--- src/rtl/slr_pkg.sv ---
// Package: shared sizes and destination codes for the serial register loader.
// Assumes: the frame is the data field followed by the control field, with the
// control field in the least significant bits.
package slr_pkg;
    localparam int DATA_W  = 16;
    localparam int CTL_W   = 2;
    localparam int FRAME_W = DATA_W + CTL_W;
    localparam int REF_W   = 12;
    localparam int NUM_DST = 1 << CTL_W;

    typedef enum logic [CTL_W-1:0] {
        DST_AUX_REF  = 2'd0,
        DST_AUX_FB   = 2'd1,
        DST_MAIN_REF = 2'd2,
        DST_MAIN_FB  = 2'd3
    } dst_e;
endpackage

--- src/rtl/slr_sync.sv ---
// Module: slr_sync
// Multi-bit, multi-stage flop synchronizer for asynchronous port pins.
// Assumes: each bit is an independent slow level (the host holds every level
// for several system clocks), so per-bit skew between bits does not matter.
module slr_sync #(
    parameter int WIDTH  = 3,
    parameter int STAGES = 2
) (
    input  logic             clk,
    input  logic             rst_n,
    input  logic [WIDTH-1:0] d_in,
    output logic [WIDTH-1:0] d_out
);
    logic [WIDTH-1:0] stage_q [STAGES];

    generate
        for (genvar s = 0; s < STAGES; s++) begin : g_stage
            if (s == 0) begin : g_first
                // Purpose: capture the raw pins into the first stage.
                always_ff @(posedge clk) begin
                    if (!rst_n) stage_q[0] <= '0;
                    else        stage_q[0] <= d_in;
                end
            end else begin : g_next
                // Purpose: pass the value one stage further down the chain.
                always_ff @(posedge clk) begin
                    if (!rst_n) stage_q[s] <= '0;
                    else        stage_q[s] <= stage_q[s-1];
                end
            end
        end
    endgenerate

    assign d_out = stage_q[STAGES-1];
endmodule

--- src/rtl/slr_shifter.sv ---
// Module: slr_shifter
// Detects rising edges of the synchronized serial clock and latch enable. It
// shifts data MSB first into the frame register and emits a one-cycle load
// request when the latch enable rises.
// Assumes: inputs are already synchronized to clk.
module slr_shifter #(
    parameter int FRAME_W = 18
) (
    input  logic               clk,
    input  logic               rst_n,
    input  logic               sclk_s,
    input  logic               sdata_s,
    input  logic               latch_s,
    output logic [FRAME_W-1:0] frame,
    output logic               load_req
);
    logic sclk_d;
    logic latch_d;
    logic sclk_rise;
    logic latch_rise;

    // Purpose: hold last-cycle levels for edge detection.
    always_ff @(posedge clk) begin
        if (!rst_n) begin
            sclk_d  <= 1'b0;
            latch_d <= 1'b0;
        end else begin
            sclk_d  <= sclk_s;
            latch_d <= latch_s;
        end
    end

    // Purpose: derive single-cycle rising-edge events.
    always_comb begin
        sclk_rise  = sclk_s & ~sclk_d;
        latch_rise = latch_s & ~latch_d;
    end

    // Purpose: shift one bit in per serial clock edge while latch enable is low.
    always_ff @(posedge clk) begin
        if (!rst_n) begin
            frame <= '0;
        end else if (sclk_rise && !latch_s) begin
            frame <= {frame[FRAME_W-2:0], sdata_s};
        end
    end

    // Purpose: the load request is the latch-enable rising edge.
    always_comb begin
        load_req = latch_rise;
    end
endmodule

--- src/rtl/slr_bank.sv ---
// Module: slr_bank
// Decodes the frame's control field and writes the data field into the
// addressed holding register, raising that register's strobe for one cycle.
// Assumes: load_req is a single-cycle pulse; the frame is stable while it is high.
module slr_bank #(
    parameter int DATA_W = 16,
    parameter int CTL_W  = 2,
    localparam int FRAME_W = DATA_W + CTL_W,
    localparam int NUM_DST = 1 << CTL_W
) (
    input  logic                            clk,
    input  logic                            rst_n,
    input  logic                            load_req,
    input  logic [FRAME_W-1:0]              frame,
    output logic [NUM_DST-1:0][DATA_W-1:0]  regs,
    output logic [NUM_DST-1:0]              strobe
);
    logic [CTL_W-1:0]   ctl_field;
    logic [DATA_W-1:0]  data_field;
    logic [NUM_DST-1:0] sel;

    // Purpose: split the frame into address and payload.
    always_comb begin
        ctl_field  = frame[CTL_W-1:0];
        data_field = frame[FRAME_W-1:CTL_W];
    end

    generate
        for (genvar k = 0; k < NUM_DST; k++) begin : g_dst
            // Purpose: one-hot write enable for destination k.
            always_comb begin
                sel[k] = load_req && (ctl_field == CTL_W'(k));
            end

            // Purpose: holding register k with its update strobe.
            always_ff @(posedge clk) begin
                if (!rst_n) begin
                    regs[k]   <= '0;
                    strobe[k] <= 1'b0;
                end else begin
                    strobe[k] <= sel[k];
                    if (sel[k]) regs[k] <= data_field;
                end
            end
        end
    endgenerate
endmodule

--- src/rtl/serial_reg_loader.sv ---
// Module: serial_reg_loader (top)
// Three-wire serial write port feeding four addressed divider registers.
// Assumes: the host holds each serial level for several clk cycles. There is
// no power-down input, so loading works regardless of synthesizer state.
module serial_reg_loader
    import slr_pkg::*;
#(
    parameter int SYNC_STAGES = 2
) (
    input  logic              clk,
    input  logic              rst_n,
    input  logic              ser_clk,
    input  logic              ser_data,
    input  logic              ser_latch,
    output logic [REF_W-1:0]  aux_ref_cnt,
    output logic [3:0]        aux_ref_ctl,
    output logic [DATA_W-1:0] aux_fb_cnt,
    output logic [REF_W-1:0]  main_ref_cnt,
    output logic [3:0]        out_sel,
    output logic [DATA_W-1:0] main_fb_cnt,
    output logic [NUM_DST-1:0] upd_strobe
);
    localparam int PIN_W = 3;

    logic [PIN_W-1:0]                  pins_s;
    logic [FRAME_W-1:0]                frame;
    logic                              load_req;
    logic [NUM_DST-1:0][DATA_W-1:0]    regs;

    slr_sync #(.WIDTH(PIN_W), .STAGES(SYNC_STAGES)) u_sync (
        .clk   (clk),
        .rst_n (rst_n),
        .d_in  ({ser_latch, ser_data, ser_clk}),
        .d_out (pins_s)
    );

    slr_shifter #(.FRAME_W(FRAME_W)) u_shift (
        .clk      (clk),
        .rst_n    (rst_n),
        .sclk_s   (pins_s[0]),
        .sdata_s  (pins_s[1]),
        .latch_s  (pins_s[2]),
        .frame    (frame),
        .load_req (load_req)
    );

    slr_bank #(.DATA_W(DATA_W), .CTL_W(CTL_W)) u_bank (
        .clk      (clk),
        .rst_n    (rst_n),
        .load_req (load_req),
        .frame    (frame),
        .regs     (regs),
        .strobe   (upd_strobe)
    );

    // Purpose: map holding registers onto named fields.
    always_comb begin
        aux_ref_cnt  = regs[DST_AUX_REF][REF_W-1:0];
        aux_ref_ctl  = regs[DST_AUX_REF][DATA_W-1:REF_W];
        aux_fb_cnt   = regs[DST_AUX_FB];
        main_ref_cnt = regs[DST_MAIN_REF][REF_W-1:0];
        out_sel      = regs[DST_MAIN_REF][DATA_W-1:REF_W];
        main_fb_cnt  = regs[DST_MAIN_FB];
    end
endmodule

--- config.mk ---
export PLATFORM = sky130hd
export DESIGN_NAME = serial_reg_loader
export DESIGN_NICKNAME = d
export VERILOG_FILES = /design/src/rtl/slr_pkg.sv /design/src/rtl/slr_sync.sv /design/src/rtl/slr_shifter.sv /design/src/rtl/slr_bank.sv /design/src/rtl/serial_reg_loader.sv
export SDC_FILE = /design/constraint.sdc
export NUM_CORES = 1
export LEC_CHECK = 0
export ABC_CLOCK_PERIOD_IN_PS = 3600
export BUFFER_PORTS_ARGS = -buffer_cell sky130_fd_sc_hd__buf_2
export CAP_MARGIN = 15
export CORE_UTILIZATION = 35
export DETAILED_ROUTE_END_ITERATION = 12
export PLACE_DENSITY = 0.55
export SLEW_MARGIN = 20
export SYNTH_ARGS = -nofsm -noshare
export SYNTH_HDL_FRONTEND = slang
export SYNTH_HIERARCHICAL = 1
export SYNTH_SLANG_ARGS = --single-unit
--- constraint.sdc ---
create_clock -name clk -period 3.6 [get_ports clk]
set_input_delay 0.18 -clock clk [delete_from_list [all_inputs] [get_ports clk]]
set_output_delay 0.18 -clock clk [all_outputs]
set_load 0.05 [all_outputs]
; ---- Word level (Yosys, flattened, before mapping)
; Memory sizes are Yosys's and may differ from the RTL's.
; Cells that the tools add are included.
[classes]
reduce_logical = 7
bitwise_logic = 6
eq_ne = 3
muxes = 4
[op_table]
columns = op, n
row1 = 3-bit two-way mux, 2
row2 = 1-bit logical AND, 5
row3 = 2-bit == test (second input constant), 2
row4 = 1-bit AND, 2
row5 = 2-bit by 1-bit == test with 1-bit output (second input constant), 1
row6 = 2-bit logical NOT, 1
row7 = 1-bit two-way mux, 2
row8 = 1-bit inverter, 2
row9 = 1-bit bitwise OR, 2
row10 = 1-bit logical NOT, 1
[word_totals]
out_inout_bits = 68
ff_bits = 88
memories = 1
ram_bits = 6
[mem_list]
columns = name, words, width, rd, rd_clocked_by_memory_dff, write_ports, line
row1 = u_sync.stage_q, 2, 3, 2, 0, 2, slr_sync.sv:14  ; logic [WIDTH-1:0] stage_q [STAGES];

; ---- Depth between registers and ports, before layout
; Gate-level depths: netlist (run 1).
[depth]
depth_word = 3
ltp_mapped = 5
depth_no_buf = 3

; ---- Cells and area by module
; Netlist (run 1), hierarchy kept.
[modules_own_cells]
columns = mod, instances, area_each_um2, seq_area_each_um2, cells_each
row1 = slr_bank, 1, 2516.2, 1361.3, 240
row2 = slr_shifter, 1, 724.4, 400.4, 65
row3 = slr_sync, 1, 157.7, 120.1, 12

; ---- Least setup slack after synthesis (run 1)
; Ideal clock, no wire load.
[synth_path]
kind = reg-to-reg
startpoint = mem u_sync.stage_q[1][2]
endpoint = reg u_bank/regs[0] (netlist name)
path_slack_ns = 2.148
setup_ns = 0.072
required_time_ns = 3.528
stages_incl_launch_ff = 6
arrival_ns = 1.380
path_cell_list = dfxtp_1 nor2b_1 nor3b_2 buf_6 buf_12 mux2i_1
[synth_rtl]
columns = element, line
row1 = "start, declared", slr_sync.sv:14
row2 = "end signal, assigned by index", slr_bank.sv:42  ; if (sel[k]) regs[k] <= data_field;
row3 = "end, declared", slr_bank.sv:15  ; output logic [NUM_DST-1:0][DATA_W-1:0] regs,

==> qor.yml, run 1 <==
outcome: "complete, no violations"
p_switching_uw: 402
cts_setup_buffers: 0
htreeDepth: 3
cts_resized: 0
cts_tree: "yes"
antenna_cells: 0
initial_core_util: 0.364
clk_pin_slew_ns: 0.09
placed_cells: 498
seq_area_frac_synth: 0.554
clkSinkCount: 94
num-nets-final: 386
worst_slew_pin_slew_ns: 1.10
finClkSkew_ns: 0.0105
crit_fanout: 16
num_rows: 35
gp_congestion: 0.689
postRouteAntennaNets: 0
vias: 2245
grt_usage: 0.141
required_ns: 3.86
synthDistinctLibCells: 17
drt_pass1_iterations: 4
fin_crit_sh: 0.603
final-hold-violation-count: 0
synth_nets: 322
grt_pass1_wl_mm: 10.8
overflow: 0
fp.dieArea_sq_um: 10100
ys_warn_count: 6
utilization: 0.430
drv_cap: 0
cp_num_buf_inv: 0
wl_mm: 6.69
cts_hold_buf: 0
final_cell_mix: "nand2_1, dfxtp_1, mux2i_1, buf_2, clkbuf_8"
wl_per_cell_um: 13.0
hpwl_mm: 4.43
cts_buffers: 9
hold_path.class: "input port to flop"
path_class: "flop to flop"
period_minus_slack_ns: 2.17
fmax_mhz: 460
crit_family: "simple AND/OR/NAND/NOR gates"
hold_ws_ns: 0.0238
power_frac_clock: 0.420
layout.cells.non_filler: 515
syn2layout_area_growth_pct: 18.0
clk_latency_ns: 0.36
fin_area_sq_um: 4010
synth_cells: 317
io_buffers: 72
placeableCoreArea_sq_um: 9330
final_common_cell: "nand2_1"
pre_cts_ws_ns: 1.41
endpoint_kind: "flop"
p_total_mw: 1.87
ir_drop_uv: 193
grt_pass1_vias: 2160
root_buffer: "clkbuf_8"
antenna_found_initial: 0
layout-drive-gt1-share: 0.241
grt_max_degree: 110
grt_setup_unrepaired: "false"
p_leak_nw: 1.94
power_density_nw_per_um2: 467
crit_slowest_cell: "nand3b_1"
viasPerCell: 4.36
maxSlewHeadroom: 0.269
p_sw_frac: 0.215
fillers: 934
die_y_um: 101
drc: 0
synthesis.area_sq_um: 3400
cp-start-kind: "flop"
crit_chain: "nor2b_1, nand3b_1, mux2i_1"
setup_ws_ns: 1.43
p_seq_frac: 0.558
drtIter0Drc: 106
ys_ff_latch: 94
setup_viol: 0
avgSynthCellArea_sq_um: 10.7
fin_setup_tns_ns: 0
p_int_mw: 1.47
cp.arrival_ns: 2.43
ios: 73
cts_buffer_depth: 2
drv_slew: 0
max_stage_delay_ns: 0.84
combPwrFrac: 0.022
place_area_sq_um: 3760
dieWidth_um: 101
-- power groups by stage --
stage,combinational [mW],sequential [mW],clock (mW)
after floorplan,0.0367,1.07,0
after global routing,0.0454,1.05,0.860
after CTS,0.0405,1.04,0.814
final,0.0408,1.04,0.787
after global placement,0.0404,1.07,0
after detailed placement,0.0405,1.07,0
-- cell families after synthesis --
logic type             after synthesis  share of synthesized area
buffers and inverters               22                     0.0541
DFF                                 94                      0.554
muxes                               82                      0.242
and+or+nand+nor                    119                      0.151
-- cells in the mapped netlist (all sizes together) --
cell type	count	area [sq um]
and2	8	50.1
buf	18	169
clkbuf	3	11.3
dfxtp	94	1880
inv	1	3.75
mux2i	82	821
nand2	100	375
nand3	2	22.5
nand3b	2	15.0
nor2	2	7.51
nor2b	1	6.26
nor3	2	10.0
nor3b	2	25.0
-- per-layer routing --
metal | vias to the layer above | track usage | routed length (um)
li1 | 1169 | - | -
met1 | 1021 | 0.193 | 3390
met2 | 44 | 0.200 | 2880
met3 | 11 | 0.0437 | 296
met4 | 0 | 0.0725 | 133
met5 | - | 0 | 0
-- layout make-up --
type / count / area [sq um] / share of cell area
flip-flops and latches: 94 / 1880 / 0.469
multi-input cells: 201 / 1350 / 0.336
repair buffers: 74 / 385 / 0.0961
well taps: 129 / 161 / 0.0403
clock buffers: 10 / 138 / 0.0343
clock inverters: 6 / 93.8 / 0.0234
inverters: 1 / 3.75 / 0.000936
-- path summary, 6_finish.rpt --
path / startpoint / end / cells past startpoint / slack (ns)
min: ser_data / u_sync/stage_q[0][1] / 2 / 0.02
max: u_sync/stage_q[1][2] / u_bank/regs[31] / 3 / 1.43
min reg2reg: u_sync/stage_q[0][0] / u_sync/stage_q[1][0] / 1 / 0.44
max reg2reg: u_sync/stage_q[1][2] / u_bank/regs[31] / 3 / 1.43
-- sequential cells by signal, summed over array words and instances, names as in the netlist --
name / cells
u_bank/regs: 64
u_shift/frame: 18
u_sync/stage_q: 6
u_bank/strobe: 4
u_shift/latch_d: 1
u_shift/sclk_d: 1
Note: power is estimated with default switching activity, not from simulation.
==> run 2, diff against run 1 <==
Settings changed: ABC_AREA set to 1, ABC_CLOCK_PERIOD_IN_PS 3600 to 1920, PLACE_DENSITY 0.55 to 0.57.
Clock period 3.6 ns to 1.92 ns, I/O delays scaled along.
==> run 2 against run 1 <==
Compared with the run above: clock power up 63%; critical path depth up 3; critical endpoint is now u_bank/regs[14]; register-to-register slack worse by 0.74 ns; synthesized area up 10%; final cell count up 50%; power up 95%.
==> qor.yml, run 2 <==
synth_edf_count: 0  # unchanged
setup_viol: 0  # unchanged
utilization: 0.430  # about the same
regToRegSetupSlack_ns: 0.69  # -0.74 ns
avgSynthCellArea_sq_um: 6.64  # -38%
yosysTopAreaCell: "dfxtp_1"
placeableCoreArea_sq_um: 10300  # +11%
maxSlewHeadroom: 0.655  # +0.386
synthesis.area_sq_um: 3740  # +10%
num_rows: 37  # +5.7%
syn2layout_area_growth_pct: 18.7
cts_tree: "yes"
finClkSkew_ns: 0.00706  # -0.00348 ns
crit_slowest_cell: "dfxtp_1"
crit_chain: "inv_2, nor2_2, buf_4, nand3_1, nand2_1, nor2_1"
cts_setup_buffers: 0  # unchanged
drtIter0Drc: 201  # +90%
ys.flop_type: "dfxtp_1"
grt_pass1_vias: 2815  # +30%
drc: 0  # unchanged
cts_buffers: 9  # unchanged
yosysMostFrequentCell: "nand2_1"
ir_drop_uv: 407  # +110%
worst_slew_pin_slew_ns: 0.518  # -0.578 ns
path_class: "flop to flop"
synth_cells: 564  # +78%
place_area_sq_um: 4220  # +12%
gp_congestion: 0.745  # +8.1%
fin_area_sq_um: 4440  # +11%
ys_ff_latch: 94  # unchanged
cts_buffer_depth: 2  # unchanged
cts_resized: 0  # unchanged
die_y_um: 105  # +4.8%
fin_setup_tns_ns: 0  # unchanged
overflow: 0  # unchanged
yosysTopAreaCellShare: 0.503  # -0.0509
endpoint_kind: "flop"
ios: 73  # unchanged
io_buffers: 72  # unchanged
htreeDepth: 3  # unchanged
clkSinkCount: 94  # unchanged
top_register: "u_bank/regs"
final-hold-violation-count: 0  # unchanged
layout-drive-gt1-share: 0.154  # -0.0866
grt_setup_unrepaired: "false"
num-nets-final: 635  # +65%
largest_reg_flops: 64  # unchanged
crit_fanout: 33  # +17
hpwl_mm: 5.37  # +21%
r2r_start: "u_sync/stage_q[1][2]"
p_total_mw: 3.65  # +95%
async_reset_ff_frac: 0  # unchanged
initial_core_util: 0.363  # -0.00182
cts_hold_buf: 3  # +3
holdPathStages: 3  # +1
drv_cap: 0  # unchanged
final_cell_mix: "nand2_1, nor2_1, inv_1, dfxtp_1, buf_2"
holdPathEnd: "u_sync/stage_q[0][2]"
root_buffer: "clkbuf_8"
final_common_cell: "nand2_1"
synthTopCellsByArea: "dfxtp_1, nand2_1, nor2_1"
rr_endpoint: "u_bank/regs[14]"
p_leak_nw: 2.60  # +34%
viasPerCell: 4.22  # -3.3%
vias: 3250  # +45%
synth_nets: 569  # +77%
ys_warn_count: 6  # unchanged
fp.dieArea_sq_um: 11100  # +9.9%
wl_per_cell_um: 11.0  # -15%
wl_mm: 8.50  # +27%
hold_ws_ns: 0.199  # +0.175 ns
placed_cells: 752  # +51%
seq_area_frac_synth: 0.503  # -0.0509
cp.arrival_ns: 1.48  # -0.95 ns
grt_pass1_wl_mm: 13.8  # +28%
grt_usage: 0.161  # +0.0194
rr_worst_depth: 6  # +3
outcome: "complete, no violations"
synthTopCellsByCount: "nand2_1, nor2_1, dfxtp_1, inv_1, nand3_1"
period_minus_slack_ns: 1.23  # -0.937 ns
clk_latency_ns: 0.35  # about the same
max_stage_delay_ns: 0.34  # -0.50 ns
antenna_cells: 0  # unchanged
grt_max_degree: 37  # -66%
clk_pin_slew_ns: 0.08  # about the same
fmax_mhz: 810  # +76%
postRouteAntennaNets: 0  # unchanged
power_density_nw_per_um2: 822  # +76%
layout.cells.non_filler: 771  # +50%
worstHoldStart: "rst_n"
synthDistinctLibCells: 13  # -4
hold_path.class: "input port to flop"
fin_crit_sh: 0.643  # +0.0396
dieWidth_um: 105  # +4.8%
top_regs: "u_bank/regs x64, u_shift/frame x18, u_sync/stage_q x6"
required_ns: 2.17  # -1.69 ns
cp-start-kind: "flop"
drv_slew: 0  # unchanged
antenna_found_initial: 0  # unchanged
setup_ws_ns: 0.686  # -0.743 ns
pre_cts_ws_ns: 0.711  # -0.696 ns
drt_pass1_iterations: 4  # unchanged
[run 2: cell count changes in the layout (fill, tap and decap cells not counted), sizes merged, moves of 8 or more]
| cell | previous run | this run |
|---|---|---|
| nor2 | 2 | 154 |
| inv | 2 | 95 |
| mux2i | 82 | 0 |
| nand2 | 100 | 157 |
| nand3 | 2 | 20 |
| a21oi | 0 | 16 |
| and2 | 8 | 0 |
[run 2: final cells by class]
| class | count | area, sq um |
|---|---|---|
| Clock inverter | 5 | 60.1 |
| Timing Repair Buffer | 83 | 475 |
| Sequential cell | 94 | 1880 |
| Clock buffer | 11 | 131 |
| Tap cell | 136 | 170 |
| Multi-Input combinational cell | 347 | 1370 |
| Fill cell | 1102 | 5880 |
| Inverter | 95 | 357 |
[run 2: worst max path at each step]
stage                    startpoint         endpoint  cells after the start
2_1_floorplan  u_sync/stage_q[1][2]  u_bank/regs[10]                      7
3_3_place_gp   u_sync/stage_q[1][2]  u_bank/regs[13]                      6
3_5_place_dp   u_sync/stage_q[1][2]  u_bank/regs[14]                      6
4_1_cts        u_sync/stage_q[1][2]  u_bank/regs[14]                      6
5_1_grt            u_shift/frame[1]  u_bank/regs[27]                      6
6_report       u_sync/stage_q[1][2]  u_bank/regs[14]                      6
[run 2: cell families after synthesis]
family,after synthesis,synth area share
AOI/OAI and AO/OA,16,0.0214
buffers and inverters,123,0.134
DFF,94,0.503
and+or+nand+nor,331,0.342
[run 2: critical path: cells and delay by family, from the launching register on]
kind	cells	cell delay [ns]
and+or+nand+nor	4	0.38
DFF	1	0.34
buffers and inverters	2	0.40
[run 2: metal layers]
layer	vias to the layer above	global-route usage	wire, um
li1	1751	-	-
met1	1426	0.200	3970
met2	66	0.278	4090
met3	7	0.0353	367
met4	0	0.0453	78
met5	-	0	0
[run 2: power breakdown]
group | switching [mW] | leakage, nW | internal (mW)
Combinational | 0.224 | 1.76 | 0.0899
Clock | 0.678 | 0.0818 | 0.603
Sequential | 0.0588 | 0.762 | 2.00
==> run 3, diff against run 2 <==
Settings changed: ABC_AREA 1 to 0, ABC_CLOCK_PERIOD_IN_PS 1920 to 1300, PLACE_DENSITY 0.57 to 0.55.
Clock period 1.92 ns to 1.3 ns, I/O delays scaled along.
==> run 3 against run 2 <==
Compared with the run above: via count is 28% lower; combinational power shrank 49%; cell area shrank 5.7%; global-route usage shrank 2.1 points; critical endpoint is now u_bank/regs[9]; largest power group unchanged; highest routed layer unchanged.
==> qor.yml, run 3 (synthesis gave the netlist of run 1 again) <==
die_y_um: 101  # -4.6%
p_int_mw: 3.66  # +36%
final_common_cell: "nand2_1"
root_buffer: "clkbuf_8"
drc: 0  # unchanged
outcome: "complete, no violations"
dieWidth_um: 101  # -4.6%
p_seq_frac: 0.610  # +0.047
cts_buffers: 9  # unchanged
cts_buffer_depth: 2  # unchanged
combPwrFrac: 0.034  # -0.052
top_regs: "u_bank/regs x64, u_shift/frame x18, u_sync/stage_q x6"
drtIter0Drc: 71  # -65%
cp-start-kind: "flop"
fin_setup_tns_ns: 0  # unchanged
cpMostUsedCell: "buf_6"
ios: 73  # unchanged
clkSinkCount: 94  # unchanged
io_buffers: 72  # unchanged
viasPerCell: 4.35  # +3.3%
clk_latency_ns: 0.36  # about the same
placeableCoreArea_sq_um: 9330  # -9.6%
drv_slew: 0  # unchanged
p_switching_mw: 1.08  # +13%
crit_chain: "nor2b_4, nor3b_4, buf_6, buf_6, mux2i_1"
max_stage_delay_ns: 0.33  # about the same
power_frac_clock: 0.356  # +0.005
antenna_cells: 0  # unchanged
initial_core_util: 0.364  # +0.00182
gp_congestion: 0.694  # -6.8%
fillers: 915  # -17%
cts_tree: "yes"
fmax_mhz: 807  # -0.40%
htreeDepth: 3  # unchanged
syn2layout_area_growth_pct: 23.2
finClkSkew_ns: 0.0124  # +0.00530 ns
clk_pin_slew_ns: 0.09  # about the same
num_rows: 35  # -5.4%
num-nets-final: 407  # -36%
overflow: 0  # unchanged
path_class: "flop to flop"
period_minus_slack_ns: 1.24  # +0.00498 ns
final-hold-violation-count: 0  # unchanged
wl_mm: 6.92  # -19%
utilization: 0.449  # +0.0186
fin_crit_sh: 0.953  # +0.310
postRouteAntennaNets: 0  # unchanged
largest_reg_flops: 64  # unchanged
grt_pass1_wl_mm: 10.7  # -23%
fp.dieArea_sq_um: 10100  # -9.0%
r2r_start: "u_sync/stage_q[1][2]"
layout.cells.non_filler: 536  # -30%
crit_slowest_cell: "dfxtp_2"
grt_usage: 0.140  # -0.0209
layout-drive-gt1-share: 0.273  # +0.118
drv_cap: 0  # unchanged
crit_fanout: 5  # -85%
worst_slew_pin_slew_ns: 0.273  # -0.245 ns
worstHoldStart: "rst_n"
p_sw_frac: 0.228  # -0.0350
endpoint_kind: "flop"
wl_per_cell_um: 12.9  # +17%
final_cell_mix: "nand2_1, dfxtp_1, mux2i_1, buf_2, buf_4"
top_register: "u_bank/regs"
ir_drop_uv: 481  # +18%
p_leak_nw: 2.04  # -22%
hpwl_mm: 4.67  # -13%
hold_path.class: "input port to flop"
vias: 2333  # -28%
grt_pass1_vias: 2140  # -24%
power_density_nw_per_um2: 1130  # +38%
antenna_found_initial: 0  # unchanged
critPathLaunch: "u_sync/stage_q[1][2]"
grt_max_degree: 65  # +76%
drt_pass1_iterations: 4  # unchanged
cp.arrival_ns: 1.52  # +0.04 ns
placed_cells: 513  # -32%
required_ns: 1.58  # -0.59 ns
maxSlewHeadroom: 0.818  # +0.163
setup_viol: 0  # unchanged
run 3: per-stage QoR:
stage               area [sq um]  power (mW)  hold WS, ns  setup WS [ns]
floorplan                   3410        3.07        0.187         0.0392
global placement            3930        3.10        0.271          0.123
detailed placement          3930        3.10        0.276         0.0655
CTS                         4130        4.80        0.170         0.0147
global route                4190        4.93        0.194       -0.00759
finish                      4190        4.74        0.189         0.0608
run 3: repair_timing:
item                                   in CTS  in global routing
endpoints found under the hold margin       3                  0
setup endpoints to repair                   0                  9
gates resized for setup                     0                  3
buffers inserted                            0                  3
hold buffers                                3                  0
run 3: power groups by stage:
stage	registers (mW)	clock network (mW)	logic, mW
CTS	2.89	1.76	0.148
finish	2.89	1.69	0.161
floorplan	2.96	0	0.103
global route	2.89	1.86	0.174
global placement	2.96	0	0.142
detailed placement	2.96	0	0.141
run 3: final timing paths:
kind / end / slack, ns / cells after the start
hold reg to reg: u_sync/stage_q[1][1] / 0.43 / 1
setup reg to reg: u_bank/regs[9] / 0.06 / 5
setup / recovery: u_bank/regs[9] / 0.06 / 5
hold / removal: u_shift/frame[0] / 0.19 / 4
run 3: cell type report:
type,instances,area [sq um],area share
Clock buffer,11,131,0.0314
Clock inverter,5,35.0,0.00837
Inverter,1,3.75,0.000897
Multi-Input combinational cell,201,1350,0.323
Sequential cell,94,1880,0.450
Tap cell,129,161,0.0386
Timing Repair Buffer,95,618,0.148
run 3: critical path, delay by kind of cell, from the launching register on:
family        cells  cell delay [ns]
mux               1             0.20
flops             1             0.33
simple gates      2             0.38
buf+inv           2             0.26
run 3: per-layer routing:
metal	routed length (um)	global-route usage
met1	3510	0.188
met2	3030	0.208
met3	255	0.0333
met4	122	0.0736
met5	0	0
